## src/rtl/hosd_pkg.sv

```systemverilog
package hosd_pkg;
    typedef enum logic [1:0] {
        ST_IDLE,
        ST_DELAY,
        ST_ACTIVE,
        ST_DONE
    } hst_t;
endpackage

```

## src/rtl/hosd_edge.sv

```systemverilog
module hosd_edge (
    input  logic clk,
    input  logic rst_n,
    input  logic sig,
    output logic fall
);
    logic prev_q;

    always_ff @(posedge clk) begin
        if (!rst_n) prev_q <= 1'b0;
        else        prev_q <= sig;
    end

    assign fall = prev_q & ~sig;
endmodule

```

## src/rtl/hosd_linecnt.sv

```systemverilog
module hosd_linecnt #(
    parameter int LINE = 384,
    parameter int LW   = $clog2(LINE)
) (
    input  logic          clk,
    input  logic          rst_n,
    input  logic          clr,
    output logic [LW-1:0] cnt
);
    localparam logic [LW-1:0] CAP = LW'(LINE - 1);

    always_ff @(posedge clk) begin
        if (!rst_n)          cnt <= CAP;
        else if (clr)        cnt <= '0;
        else if (cnt != CAP) cnt <= cnt + 1'b1;
    end
endmodule

```

## src/rtl/hosd_dotgen.sv

```systemverilog
module hosd_dotgen #(
    parameter int DOTS  = 12,
    parameter int CHARS = 24,
    parameter int DW    = $clog2(DOTS),
    parameter int CW    = $clog2(CHARS)
) (
    input  logic          clk,
    input  logic          rst_n,
    input  logic          run,
    input  logic          dbl,
    output logic [DW-1:0] dot,
    output logic [CW-1:0] chr,
    output logic          last_dot,
    output logic          last_char
);
    logic sub_q;
    logic step;

    assign step      = ~dbl | sub_q;
    assign last_dot  = step & (dot == DW'(DOTS - 1));
    assign last_char = last_dot & (chr == CW'(CHARS - 1));

    always_ff @(posedge clk) begin
        if (!rst_n || !run) begin
            sub_q <= 1'b0;
            dot   <= '0;
            chr   <= '0;
        end else begin
            sub_q <= dbl & ~sub_q;
            if (last_dot) begin
                dot <= '0;
                chr <= chr + 1'b1;
            end else if (step) begin
                dot <= dot + 1'b1;
            end
        end
    end
endmodule

```

## src/rtl/hosd_htiming.sv

```systemverilog
module hosd_htiming #(
    parameter int LINE  = 384,
    parameter int DOTS  = 12,
    parameter int CHARS = 24,
    parameter int PW    = 5,
    parameter int STEP  = 6,
    parameter int BASE  = 61
) (
    input  logic                     clk,
    input  logic                     rst_n,
    input  logic                     hflb,
    input  logic [PW-1:0]            hpos,
    input  logic                     dbl_wide,
    output logic                     win_active,
    output logic [$clog2(CHARS)-1:0] char_idx,
    output logic [$clog2(DOTS)-1:0]  dot_idx,
    output logic                     sr_load
);
    import hosd_pkg::*;

    localparam int LW = $clog2(LINE);
    localparam int DW = $clog2(DOTS);
    localparam int CW = $clog2(CHARS);

    hst_t          state_q, state_d;
    logic          fall;
    logic [LW-1:0] line_cnt;
    logic [LW-1:0] delay_end;
    logic [PW-1:0] hpos_q;
    logic          dbl_q;
    logic [DW-1:0] dot;
    logic [CW-1:0] chr;
    logic          last_dot, last_char;

    hosd_edge u_edge (
        .clk (clk),
        .rst_n (rst_n),
        .sig (hflb),
        .fall (fall)
    );

    hosd_linecnt #(.LINE(LINE), .LW(LW)) u_line (
        .clk (clk),
        .rst_n (rst_n),
        .clr (fall),
        .cnt (line_cnt)
    );

    hosd_dotgen #(.DOTS(DOTS), .CHARS(CHARS), .DW(DW), .CW(CW)) u_dots (
        .clk (clk),
        .rst_n (rst_n),
        .run (state_q == ST_ACTIVE),
        .dbl (dbl_q),
        .dot (dot),
        .chr (chr),
        .last_dot (last_dot),
        .last_char (last_char)
    );

    // settings captured on the line-start edge
    always_ff @(posedge clk) begin
        if (!rst_n) begin
            hpos_q <= '0;
            dbl_q  <= 1'b0;
        end else if (fall) begin
            hpos_q <= hpos;
            dbl_q  <= dbl_wide;
        end
    end

    assign delay_end = LW'(int'(hpos_q) * STEP + BASE - 1);

    // state register
    always_ff @(posedge clk) begin
        if (!rst_n) state_q <= ST_IDLE;
        else        state_q <= state_d;
    end

    // next state
    always_comb begin
        state_d = state_q;
        if (fall) begin
            state_d = ST_DELAY;
        end else begin
            unique case (state_q)
                ST_IDLE:   state_d = ST_IDLE;
                ST_DELAY:  if (line_cnt == delay_end) state_d = ST_ACTIVE;
                ST_ACTIVE: if (last_char || line_cnt == LW'(LINE - 1))
                               state_d = ST_DONE;
                ST_DONE:   state_d = ST_DONE;
                default:   state_d = ST_IDLE;
            endcase
        end
    end

    // outputs
    always_comb begin
        win_active = (state_q == ST_ACTIVE);
        sr_load    = win_active & last_dot;
        char_idx   = chr;
        dot_idx    = dot;
    end
endmodule

```

## config.mk

```make
export PLATFORM = sky130hd
export DESIGN_NAME = hosd_htiming
export DESIGN_NICKNAME = d
export VERILOG_FILES = /design/src/rtl/hosd_pkg.sv /design/src/rtl/hosd_edge.sv /design/src/rtl/hosd_linecnt.sv /design/src/rtl/hosd_dotgen.sv /design/src/rtl/hosd_htiming.sv
export SDC_FILE = /design/constraint.sdc
export NUM_CORES = 1
export LEC_CHECK = 0
export ABC_AREA = 1
export BUFFER_PORTS_ARGS = -buffer_cell sky130_fd_sc_hd__buf_4
export CORE_MARGIN = 10
export CORE_UTILIZATION = 40
export DETAILED_ROUTE_END_ITERATION = 12
export PLACE_DENSITY = 0.65
export SETUP_SLACK_MARGIN = 0.1
export SKIP_CTS_REPAIR_TIMING = 1
export SLEW_MARGIN = 20
export SYNTH_ARGS = -nofsm -noshare
export SYNTH_HDL_FRONTEND = slang
export SYNTH_SLANG_ARGS = --single-unit
```

## constraint.sdc

```tcl
create_clock -name clk -period 3.75 [get_ports clk]
set_input_delay 0.9375 -clock clk [delete_from_list [all_inputs] [get_ports clk]]
set_output_delay 0.9375 -clock clk [all_outputs]
set_load 0.02 [all_outputs]
```

Word-level counts from Yosys, hierarchy flattened
Index checks and enable logic that the tools add are counted.
Widths: inputs -> output; s select.
{"block": "totals", "ram_bits": 0, "regBits": 28, "rom_bits": 0, "memories": 0, "output_inout_bits": 11, "inputBits": 9, "elab_cells": 54, "latch_bits": 0}
{"block": "classes", "mux": 6, "shifts": 0, "order_cmp": 0, "add_sub_neg": 5, "n_div": 0, "n_eq_ne": 12, "n_reduce_logical": 10, "bitwise_logic": 10, "multipliers": 1}
{"cell": "$mux 9", "n": 2}
{"cell": "$add 8x6->9 const B", "n": 1}
{"cell": "$add 9x1->9 const B", "n": 1}
{"cell": "$eq 9x9->1", "n": 1}
{"cell": "$eq 9x9->1 const B", "n": 1}
{"cell": "$ne 9x9->1 const B", "n": 1}
{"cell": "$sub 9x1->9 const B", "n": 1}
{"cell": "$pmux 2 s4", "n": 1}
{"cell": "$mul 5x2->7 const B", "n": 1}
{"cell": "$ne 3x3->1 const B", "n": 2}
{"cell": "$add 5x1->5 const B", "n": 1}
{"cell": "$and 1x1->1", "n": 5}
{"cell": "$eq 5x5->1 const B", "n": 1}
{"cell": "$add 4x1->4 const B", "n": 1}
{"cell": "$eq 2x2->1 const B", "n": 2}
{"cell": "$eq 4x4->1 const B", "n": 1}
{"cell": "$mux 2", "n": 2}
{"cell": "$ne 2x2->1 const B", "n": 2}
{"cell": "$not 1->1", "n": 4}
{"cell": "$reduce_and 2->1", "n": 2}
{"cell": "$reduce_or 2->1", "n": 2}
{"cell": "$eq 2x1->1 const B", "n": 1}
{"cell": "$logic_not 1->1", "n": 2}
{"cell": "$logic_not 2->1", "n": 1}
{"cell": "4 further kinds", "n": 5}

Logic depth before layout (Yosys ltp)
Gate-level depths: netlist (run 1).
{"block": "logic_depth", "depth_word": 8, "ltp_mapped": 17, "mapped_depth_nobuf": 17}

By module
A second synthesis (run 1) with hierarchy kept.
{"block": "hier_totals", "hier_cells": 292, "area_unflattened_um2": 1945.6}
{"module": "hosd_htiming", "seq_area_each_um2": 160.2, "n_inst": 1, "area_per_inst_um2": 880.8, "cells_per_inst": 140}
{"module": "hosd_linecnt", "seq_area_each_um2": 180.2, "n_inst": 1, "area_per_inst_um2": 541.8, "cells_per_inst": 80}
{"module": "hosd_dotgen", "seq_area_each_um2": 200.2, "n_inst": 1, "area_per_inst_um2": 488.0, "cells_per_inst": 67}
{"module": "hosd_edge", "seq_area_each_um2": 20.0, "n_inst": 1, "area_per_inst_um2": 35.0, "cells_per_inst": 5}

Worst setup path after synthesis (run 1)
Ideal clock, no wire load.
{"block": "synth_path", "path_type": "register to output", "startpoint": "reg u_dots.dot[0]", "endpoint": "out sr_load", "n_path_buf": 0, "stages_incl_launch_ff": 6, "arrival_time_ns": 1.328, "required_time_ns": 2.812, "setup_slack_ns": 1.484, "cell_sequence": "dfxtp_1 > ha_1 > nand2_1 > nor3_4 > inv_1 > nor2_1"}
{"block": "synth_via", "elab_chain_len": 3}
{"item": "from (decl)", "line_no": "hosd_dotgen.sv:11", "text": "output logic [DW-1:0] dot,"}
{"item": "from (signal assigned)", "line_no": "hosd_dotgen.sv:34", "text": "dot <= dot + 1'b1;"}
{"item": "$eq 4x4->1", "line_no": "hosd_dotgen.sv:20", "text": "assign last_dot = step & (dot == DW'(DOTS - 1));"}
{"item": "$and 1x1->1", "line_no": "hosd_dotgen.sv:20"}
{"item": "$and 1x1->1", "line_no": "hosd_htiming.sv:99", "text": "sr_load = win_active & last_dot;"}
{"item": "to (decl)", "line_no": "hosd_htiming.sv:17", "text": "output logic sr_load"}
No other way between the ends.

Worst setup path in the final report (run 1)
Same ends and word-level chain as after synthesis.

==> metrics.txt, run 1 <==
outcome=complete, no violations; FF-to-FF End=state_q[0]$_SDFFE_PN0P_; post-route setup TNS=0 ns; Slew Limit Headroom=0.678; Startpoint Class=flop; Worst Setup Path Type=reg -> out; cell type with the largest total area after synthesis=dfxtp_1; Post-route DRC=0; root buffer cell=clkbuf_8; Fmax=0.395 GHz; clock tree sinks=28; initial DRC count=100; asr flop ratio synth=0; clock skew=0.00137 ns; crit path to=sr_load; Layout fillers=417; final hold viol count=0; largest net degree at the start of global routing=19; First-pass DRT Iterations=4; CP max stage delay=0.40 ns; worst reg-to-reg setup slack=1.34 ns; routed wire length=3670 um; Initial Util=0.425; count leader, synth=nand2_1; top post-synthesis cells by area=dfxtp_1, nand2_1, inv_1, ha_1, nand3_1; Design Power=0.00105 W; share of layout cells above drive strength 1=0.233; CP Launch Point=u_dots.dot[0]$_SDFFE_PP0N_; register area share after synthesis=0.320; vias=1562; Final Max Slew Viols=0; Max Cap Viol=0; fin nets=287; worst min path class=reg -> reg; Post-Syn Instances=245; Post-synth EDFFs=0; Rows=23; RSZ-0062 raised after global routing=false; Leakage=0.926 nW; worst r2r src=hpos_q[0]$_SDFFE_PN0P_; area grow syn2layout=15.4%; Routed wire per std cell=11.6 um; clock insertion delay at the later pin of the skew report=0.28 ns; Synth warnings=0; HPWL Detailed=2940 um; Cell Pwr Density=521 nW/um^2; die width=86.1 um; diode count=0; first-pass GRT wire length=6670 um; die area=7420 sq um; area of the core=4120 sq um; critical path, cell by cell=ha_1 > nand2_1 > nor3_4 > inv_1 > nor2_1 > buf_4; Slew @ Worst Pin=0.482 ns; chip height=86.1 um; initial antenna violation count=0; Max Buffers Root-to-Sink=2; CTS tree=yes; min Tclk post-route=2.53 ns; post-synth cell types=32; Num CTS Buffers=3; crit-path max FO=5; post-synth top area share=0.320; endpoint class of the critical path=output port; Mapped Nets=265; Final Setup Violations=0; dominant synthesized flop cell=dfxtp_1; post-route ant nets=0; CP Data Arrival Time=1.59 ns; Commonest cells post-synth=nand2_1, inv_1, dfxtp_1, nand3_1, nor2_1; Critical Path RT=2.81 ns; aggregate global routing overflow=0; final worst-path cycle share=0.675; post-synthesis register bit count=28; Vias/cell=4.94; clk slew on worst S/H paths=0.10 ns; io pins=20; Tot GR Track Use=0.106; CTS HTree Levels=1; Post-Syn Area per Cell=7.14 sq um; GP Congestion=0.828; slowest cell on the critical path=dfxtp_1; peak supply drop=0.316 mV; Mapped Area=1750 sq um; FF-to-FF path depth=14; vias in the first global route=1524; port bufs=19
power breakdown:
part / switching, W / total [W] / internal [W]
clock: 0.0000976 / 0.000241 / 0.000143
sequential: 0.0000675 / 0.000412 / 0.000345
combinational: 0.000245 / 0.000398 / 0.000153
worst max-delay path: cells and delay by family (launching register included):
kind | cells | cell delay (ns)
buffers and inverters | 2 | 0.28
DFF | 1 | 0.40
and+or+nand+nor | 3 | 0.46
adders and majority gates | 1 | 0.16
per-layer routing:
metal	global-route usage	wire (um)
met1	0.143	1840
met3	0.0161	89
met4	0.0479	62
met2	0.160	1670
met5	0	0
final cells by class:
class,instances,area [sq um],area share
well taps,50,62.6,0.0310
multi-input cells,173,1020,0.507
clock buffers,3,41.3,0.0205
inverters,42,158,0.0781
repair buffers,19,143,0.0707
clock inverters,1,30.0,0.0149
flip-flops and latches,28,561,0.278
sequential cells by signal, summed over array words and instances (netlist names):
signal / count
u_line.cnt: 9
hpos_q: 5
u_dots.chr: 5
u_dots.dot: 4
state_q: 2
dbl_q: 1
u_dots.sub_q: 1
u_edge.prev_q: 1
stage by stage:
stage | setup slack, ns | util | std cells | area [sq um] | hold WS (ns)
global placement | 1.47 | 0.473 | 312 | 1950 | 0.475
CTS | 1.21 | 0.490 | 316 | 2020 | 0.490
detailed placement | 1.37 | 0.473 | 312 | 1950 | 0.486
finish | 1.22 | 0.490 | 316 | 2020 | 0.497
global route | 1.07 | 0.490 | 316 | 2020 | 0.505
floorplan | 1.48 | - | 245 | 1750 | 0.460
how the worst min path moves through the flow:
| stage | startpoint | endpoint | cells past startpoint |
|---|---|---|---|
| floorplan | hpos_q[0]$_SDFFE_PN0P_ | hpos_q[0]$_SDFFE_PN0P_ | 2 |
| global placement | state_q[0]$_SDFFE_PN0P_ | state_q[1]$_SDFFE_PP0P_ | 2 |
| detailed placement | state_q[0]$_SDFFE_PN0P_ | state_q[1]$_SDFFE_PP0P_ | 2 |
| CTS | state_q[0]$_SDFFE_PN0P_ | state_q[1]$_SDFFE_PP0P_ | 2 |
| global route | state_q[0]$_SDFFE_PN0P_ | state_q[1]$_SDFFE_PP0P_ | 2 |
| finish | state_q[0]$_SDFFE_PN0P_ | state_q[1]$_SDFFE_PP0P_ | 2 |
kinds of logic (layout without fill, tap and decap cells):
family / after synthesis / in the layout / share of synthesized area
compound gates: 39 / 39 / 0.132
flops: 28 / 28 / 0.320
xor+xnor: 3 / 3 / 0.0150
buf+inv: 44 / 65 / 0.0944
fa+ha+maj: 11 / 11 / 0.0830
simple gates: 120 / 120 / 0.355
cells in the final DEF, fill, tap and decap left out, drive strengths merged, types with 3 or more instances in the layout:
cell type  Yosys  routed
nand4          3       3
nor2          22      22
inv           42      42
a21oi         21      21
buf            0      19
o21ai         12      12
nor4           3       3
clkbuf         2       3
nor3           9       9
nand2         56      56
dfxtp         28      28
ha            10      10
nand3         26      26
Note: power is estimated with default switching activity, not from simulation.
==> run 2: changes to the inputs <==
--- a/config.mk
+++ b/config.mk
@@ -10,7 +10,7 @@
 export CORE_MARGIN = 10
 export CORE_UTILIZATION = 40
 export DETAILED_ROUTE_END_ITERATION = 12
-export PLACE_DENSITY = 0.65
+export PLACE_DENSITY = 0.67
 export SETUP_SLACK_MARGIN = 0.1
 export SKIP_CTS_REPAIR_TIMING = 1
 export SLEW_MARGIN = 20
==> constraint.sdc (replaced) <==
create_clock -name clk -period 2.1 [get_ports clk]
set_input_delay 0.525 -clock clk [delete_from_list [all_inputs] [get_ports clk]]
set_output_delay 0.525 -clock clk [all_outputs]
set_load 0.02 [all_outputs]
==> run 2 against run 1 <==
The flow now finishes with violations (setup timing). Final cell count grew 2.8%. Non-clock buffer count up 9. Die area stayed put. Largest power group is now combinational cells.
==> metrics.txt, run 2 (synthesis results as in run 1) <==
CP Data Arrival Time=2.46 ns; die area=7420 sq um; Clk pwr share=0.230; Slew Limit Headroom=0.660; final core occ=0.517; initial antenna violation count=0; aggregate global routing overflow=0; post-route setup TNS=-0.308 ns; Initial Util=0.425; vias in the first global route=1484; Post-route DRC=0; vias=1612; root buffer cell=clkbuf_8; largest net degree at the start of global routing=19; Leakage=0.974 nW; peak supply drop=0.447 mV; port bufs=19; RSZ-0062 raised after global routing=true; endpoint class of the critical path=flop; Critical Path RT=2.28 ns; Rows=23; Top reg by flops=u_line.cnt; P_sw=0.000745 W; final hold viol count=0; worst min path class=in -> reg; Largest register FFs=9; Cell Pwr Density=897 nW/um^2; GP Congestion=0.802; Worst Slack Setup Final=-0.180 ns; clock tree sinks=28; placed cells=318; failing checks=setup timing; clock insertion delay at the later pin of the skew report=0.29 ns; commonest cells after routing, fill and taps aside=nand2_1, inv_1, buf_4, dfxtp_1, nand3_1; Layout fillers=422; Seq pwr share=0.384; CTS tree=yes; most common cell after layout, fill and taps aside=nand2_1; diode count=0; chip height=86.1 um; Gate power share=0.386; Routed wire per std cell=11.4 um; Final Max Slew Viols=0; Slew @ Worst Pin=0.510 ns; initial DRC count=74; clock skew=0.00814 ns; Final Setup Violations=2; Max Cap Viol=0; Final Non-Filler Cells=325; min Tclk post-route=2.28 ns; io pins=20; Worst Setup Path Type=reg -> reg; post-route ant nets=0; crit-path max FO=3; area of the core=4120 sq um; die width=86.1 um; routed wire length=3700 um; outcome=complete, but fails checks; Tot GR Track Use=0.104; Fmax=0.439 GHz; Vias/cell=4.96; Startpoint Class=flop; final worst-path cycle share=1.09; Internal=0.00116 W; area grow syn2layout=21.6%; clk slew on worst S/H paths=0.11 ns; Num CTS Buffers=3; biggest registers after layout=u_line.cnt x9, hpos_q x5, u_dots.chr x5; CTS HTree Levels=1; first-pass GRT wire length=6640 um; share of layout cells above drive strength 1=0.295; HPWL Detailed=2910 um; First-pass DRT Iterations=4; switching share of total power=0.390; fin nets=296; Max Buffers Root-to-Sink=2
[run 2: metrics by stage]
step | hold slack [ns] | total power, W | area, sq um | worst slack [ns]
after global placement | 0.481 | 0.00145 | 2010 | -0.151
final | 0.427 | 0.00191 | 2130 | -0.180
after detailed placement | 0.485 | 0.00146 | 2010 | -0.225
after global routing | 0.449 | 0.00206 | 2130 | -0.345
after floorplan | 0.470 | 0.00130 | 1760 | -0.0583
after CTS | 0.423 | 0.00189 | 2080 | -0.236
[run 2: layer usage]
| metal | global-route usage | vias to the layer above | share of wire |
|---|---|---|---|
| met5 | 0 | - | 0 |
| met4 | 0.0494 | 0 | 0.020 |
| met3 | 0.00946 | 5 | 0.015 |
| met2 | 0.167 | 11 | 0.47 |
| met1 | 0.136 | 738 | 0.50 |
| li1 | - | 858 | - |
[run 2: worst paths after layout]
check | from | end | slack (ns) | cells past startpoint
worst min-delay path | hflb | u_edge.prev_q$_SDFF_PN0_ | 0.43 | 3
worst max-delay path | hpos_q[1]$_SDFFE_PN0P_ | state_q[0]$_SDFFE_PN0P_ | -0.18 | 14
worst min register to register | state_q[0]$_SDFFE_PN0P_ | state_q[1]$_SDFFE_PP0P_ | 0.49 | 2
worst max register to register | hpos_q[1]$_SDFFE_PN0P_ | state_q[0]$_SDFFE_PN0P_ | -0.18 | 14
[run 2: power groups by stage]
stage / sequential, W / clock [W] / combinational (W)
global route: 0.000746 / 0.000460 / 0.000856
finish: 0.000733 / 0.000439 / 0.000737
floorplan: 0.000712 / 0 / 0.000590
detailed placement: 0.000741 / 0 / 0.000715
global placement: 0.000740 / 0 / 0.000709
CTS: 0.000728 / 0.000446 / 0.000719
[run 2: worst max-delay path, stage by stage (launching register included)]
cell and delay [ns]:
dfxtp_4 0.37, ha_4 0.16, inv_2 0.05, fa_2 0.45, ha_4 0.29, buf_4 0.09, o211ai_1 0.07, nor2_1 0.10
nand2_1 0.06, nor2_1 0.11, nand3_1 0.09, nor2_2 0.13, nand2_1 0.08, nand2_2 0.07, a21oi_2 0.05
[run 2: area by class of cell]
cell class	count	area (sq um)	share of cell area
multi-input combinational	173	1060	0.497
sequential	28	568	0.267
timing repair buffer	28	210	0.0988
inverter	42	158	0.0741
tap	50	62.6	0.0294
clock buffer	3	41.3	0.0194
clock inverter	1	30.0	0.0141
==> run 3: changes to the inputs <==
--- a/config.mk
+++ b/config.mk
@@ -8,9 +8,9 @@
 export ABC_AREA = 1
 export BUFFER_PORTS_ARGS = -buffer_cell sky130_fd_sc_hd__buf_4
 export CORE_MARGIN = 10
-export CORE_UTILIZATION = 40
+export CORE_UTILIZATION = 30
 export DETAILED_ROUTE_END_ITERATION = 12
-export PLACE_DENSITY = 0.67
+export PLACE_DENSITY = 0.55
 export SETUP_SLACK_MARGIN = 0.1
 export SKIP_CTS_REPAIR_TIMING = 1
 export SLEW_MARGIN = 20
==> run 3 against run 2 <==
The run still ends with setup timing left. Sequential share of layout area is 0.40 points lower. Power increased by 0.18%. Global-route usage fell by 1.5 points. Final cell count is 7.1% higher. Clock-buffer cell count unchanged. Largest power group is now registers.
==> metrics.txt, run 3 (synthesis results as in run 1) <==
commonest cells after routing, fill and taps aside=nand2_1, inv_1, buf_4, dfxtp_1, nand3_1; final hold viol count=0; Vias/cell=4.50; min Tclk post-route=2.22 ns; Critical Path RT=2.29 ns; HPWL Detailed=2940 um; worst min path class=in -> reg; diode count=0; critical path, cell by cell=ha_4 > inv_2 > fa_1 > ha_4 > a21oi_2 > nand3_1 > nor2_1 > nand2_1 > nor2_1 > nand3_1 > nor2_2 > nand2_1 > nand2_2 > a21oi_2; GP Congestion=0.758; CTS tree=yes; clock tree sinks=28; Gate power share=0.383; fin nets=297; Routed wire per std cell=10.8 um; first-pass GRT wire length=6750 um; area of the core=5570 sq um; port bufs=19; Top reg by flops=u_line.cnt; vias in the first global route=1536; First-pass DRT Iterations=4; P_sw=0.000750 W; chip height=96.4 um; final core occ=0.387; io pins=20; FF-to-FF path depth=14; Slew @ Worst Pin=0.489 ns; worst r2r src=hpos_q[1]$_SDFFE_PN0P_; Worst Slack Setup Final=-0.121 ns; share of layout cells above drive strength 1=0.293; initial antenna violation count=0; clock skew=0.00610 ns; outcome=complete, but fails checks; clock insertion delay at the later pin of the skew report=0.29 ns; Seq pwr share=0.382; Final Setup Violations=2; Initial Util=0.314; die width=96.4 um; Worst Setup Path Type=reg -> reg; Slew Limit Headroom=0.671; area grow syn2layout=23.5%; Tot GR Track Use=0.0887; CP Data Arrival Time=2.41 ns; Post-route DRC=0; Final Max Slew Viols=0; Num CTS Buffers=3; failing checks=setup timing; RSZ-0062 raised after global routing=true; biggest registers after layout=u_line.cnt x9, hpos_q x5, u_dots.chr x5; clk slew on worst S/H paths=0.11 ns; Rows=27; worst reg-to-reg setup slack=-0.12 ns; Design Power=0.00191 W; peak supply drop=0.437 mV; hold_sp=hflb; FF-to-FF End=state_q[0]$_SDFFE_PN0P_; Leakage=0.978 nW; final worst-path cycle share=1.06; post-route ant nets=0; root buffer cell=clkbuf_8; routed wire length=3750 um; Cell Pwr Density=885 nW/um^2; largest net degree at the start of global routing=17; switching share of total power=0.392; endpoint class of the critical path=flop; Max Cap Viol=0; Fmax=0.450 GHz; Internal=0.00116 W; Clk pwr share=0.235; vias=1566; Startpoint Class=flop; most common cell after layout, fill and taps aside=nand2_1; hold path depth=3; CTS HTree Levels=1; end of the worst hold path=u_edge.prev_q$_SDFF_PN0_; Max Buffers Root-to-Sink=2; die area=9290 sq um; post-route setup TNS=-0.200 ns; slowest cell on the critical path=fa_1; CP max stage delay=0.53 ns; aggregate global routing overflow=0; crit-path max FO=3; initial DRC count=80; Largest register FFs=9; worst slack, placed=-0.238 ns
## run 3: area by class of cell
type,instances,area [sq um]
Tap cell,72,90.1
Fill cell,579,3410
Multi-Input combinational cell,173,1050
Clock buffer,3,41.3
Inverter,42,158
Clock inverter,1,30.0
Sequential cell,28,568
Timing Repair Buffer,29,218
## run 3: power by group through the flow
stage                     clock, W  combinational (W)  sequential, W
after floorplan                  0           0.000590       0.000712
after CTS                 0.000461           0.000723       0.000729
after global placement           0           0.000719       0.000743
after detailed placement         0           0.000720       0.000742
after global routing      0.000483           0.000860       0.000751
final                     0.000449           0.000731       0.000731
## run 3: per-layer routing
layer | global-route usage | wire length (um) | vias to the layer above
met1 | 0.112 | 1870 | 688
met2 | 0.146 | 1740 | 9
met5 | 0 | 0 | -
met4 | 0.0436 | 83 | 0
li1 | - | - | 864
met3 | 0.0109 | 46 | 5
## run 3: how the worst max path moves through the flow
stage / from / end
floorplan: hpos_q[1]$_SDFFE_PN0P_ / state_q[0]$_SDFFE_PN0P_
global placement: hpos_q[1]$_SDFFE_PN0P_ / state_q[0]$_SDFFE_PN0P_
detailed placement: hpos_q[1]$_SDFFE_PN0P_ / state_q[0]$_SDFFE_PN0P_
CTS: hpos_q[1]$_SDFFE_PN0P_ / state_q[0]$_SDFFE_PN0P_
global route: hpos_q[1]$_SDFFE_PN0P_ / state_q[0]$_SDFFE_PN0P_
finish: hpos_q[1]$_SDFFE_PN0P_ / state_q[0]$_SDFFE_PN0P_
## run 3: per-stage QoR
step	cell area, sq um	instances	hold slack, ns
floorplan	1760	245	0.470
CTS	2120	346	0.416
finish	2160	348	0.420
global route	2160	348	0.416
detailed placement	2050	342	0.489
global placement	2050	342	0.481
## run 3: critical path: cells and delay by family, from the launching register on
| family | cells | cell delay, ns |
|---|---|---|
| AOI/OAI and AO/OA | 2 | 0.15 |
| and+or+nand+nor | 8 | 0.68 |
| adders and majority gates | 3 | 0.88 |
| DFF | 1 | 0.38 |
| buffers and inverters | 1 | 0.03 |
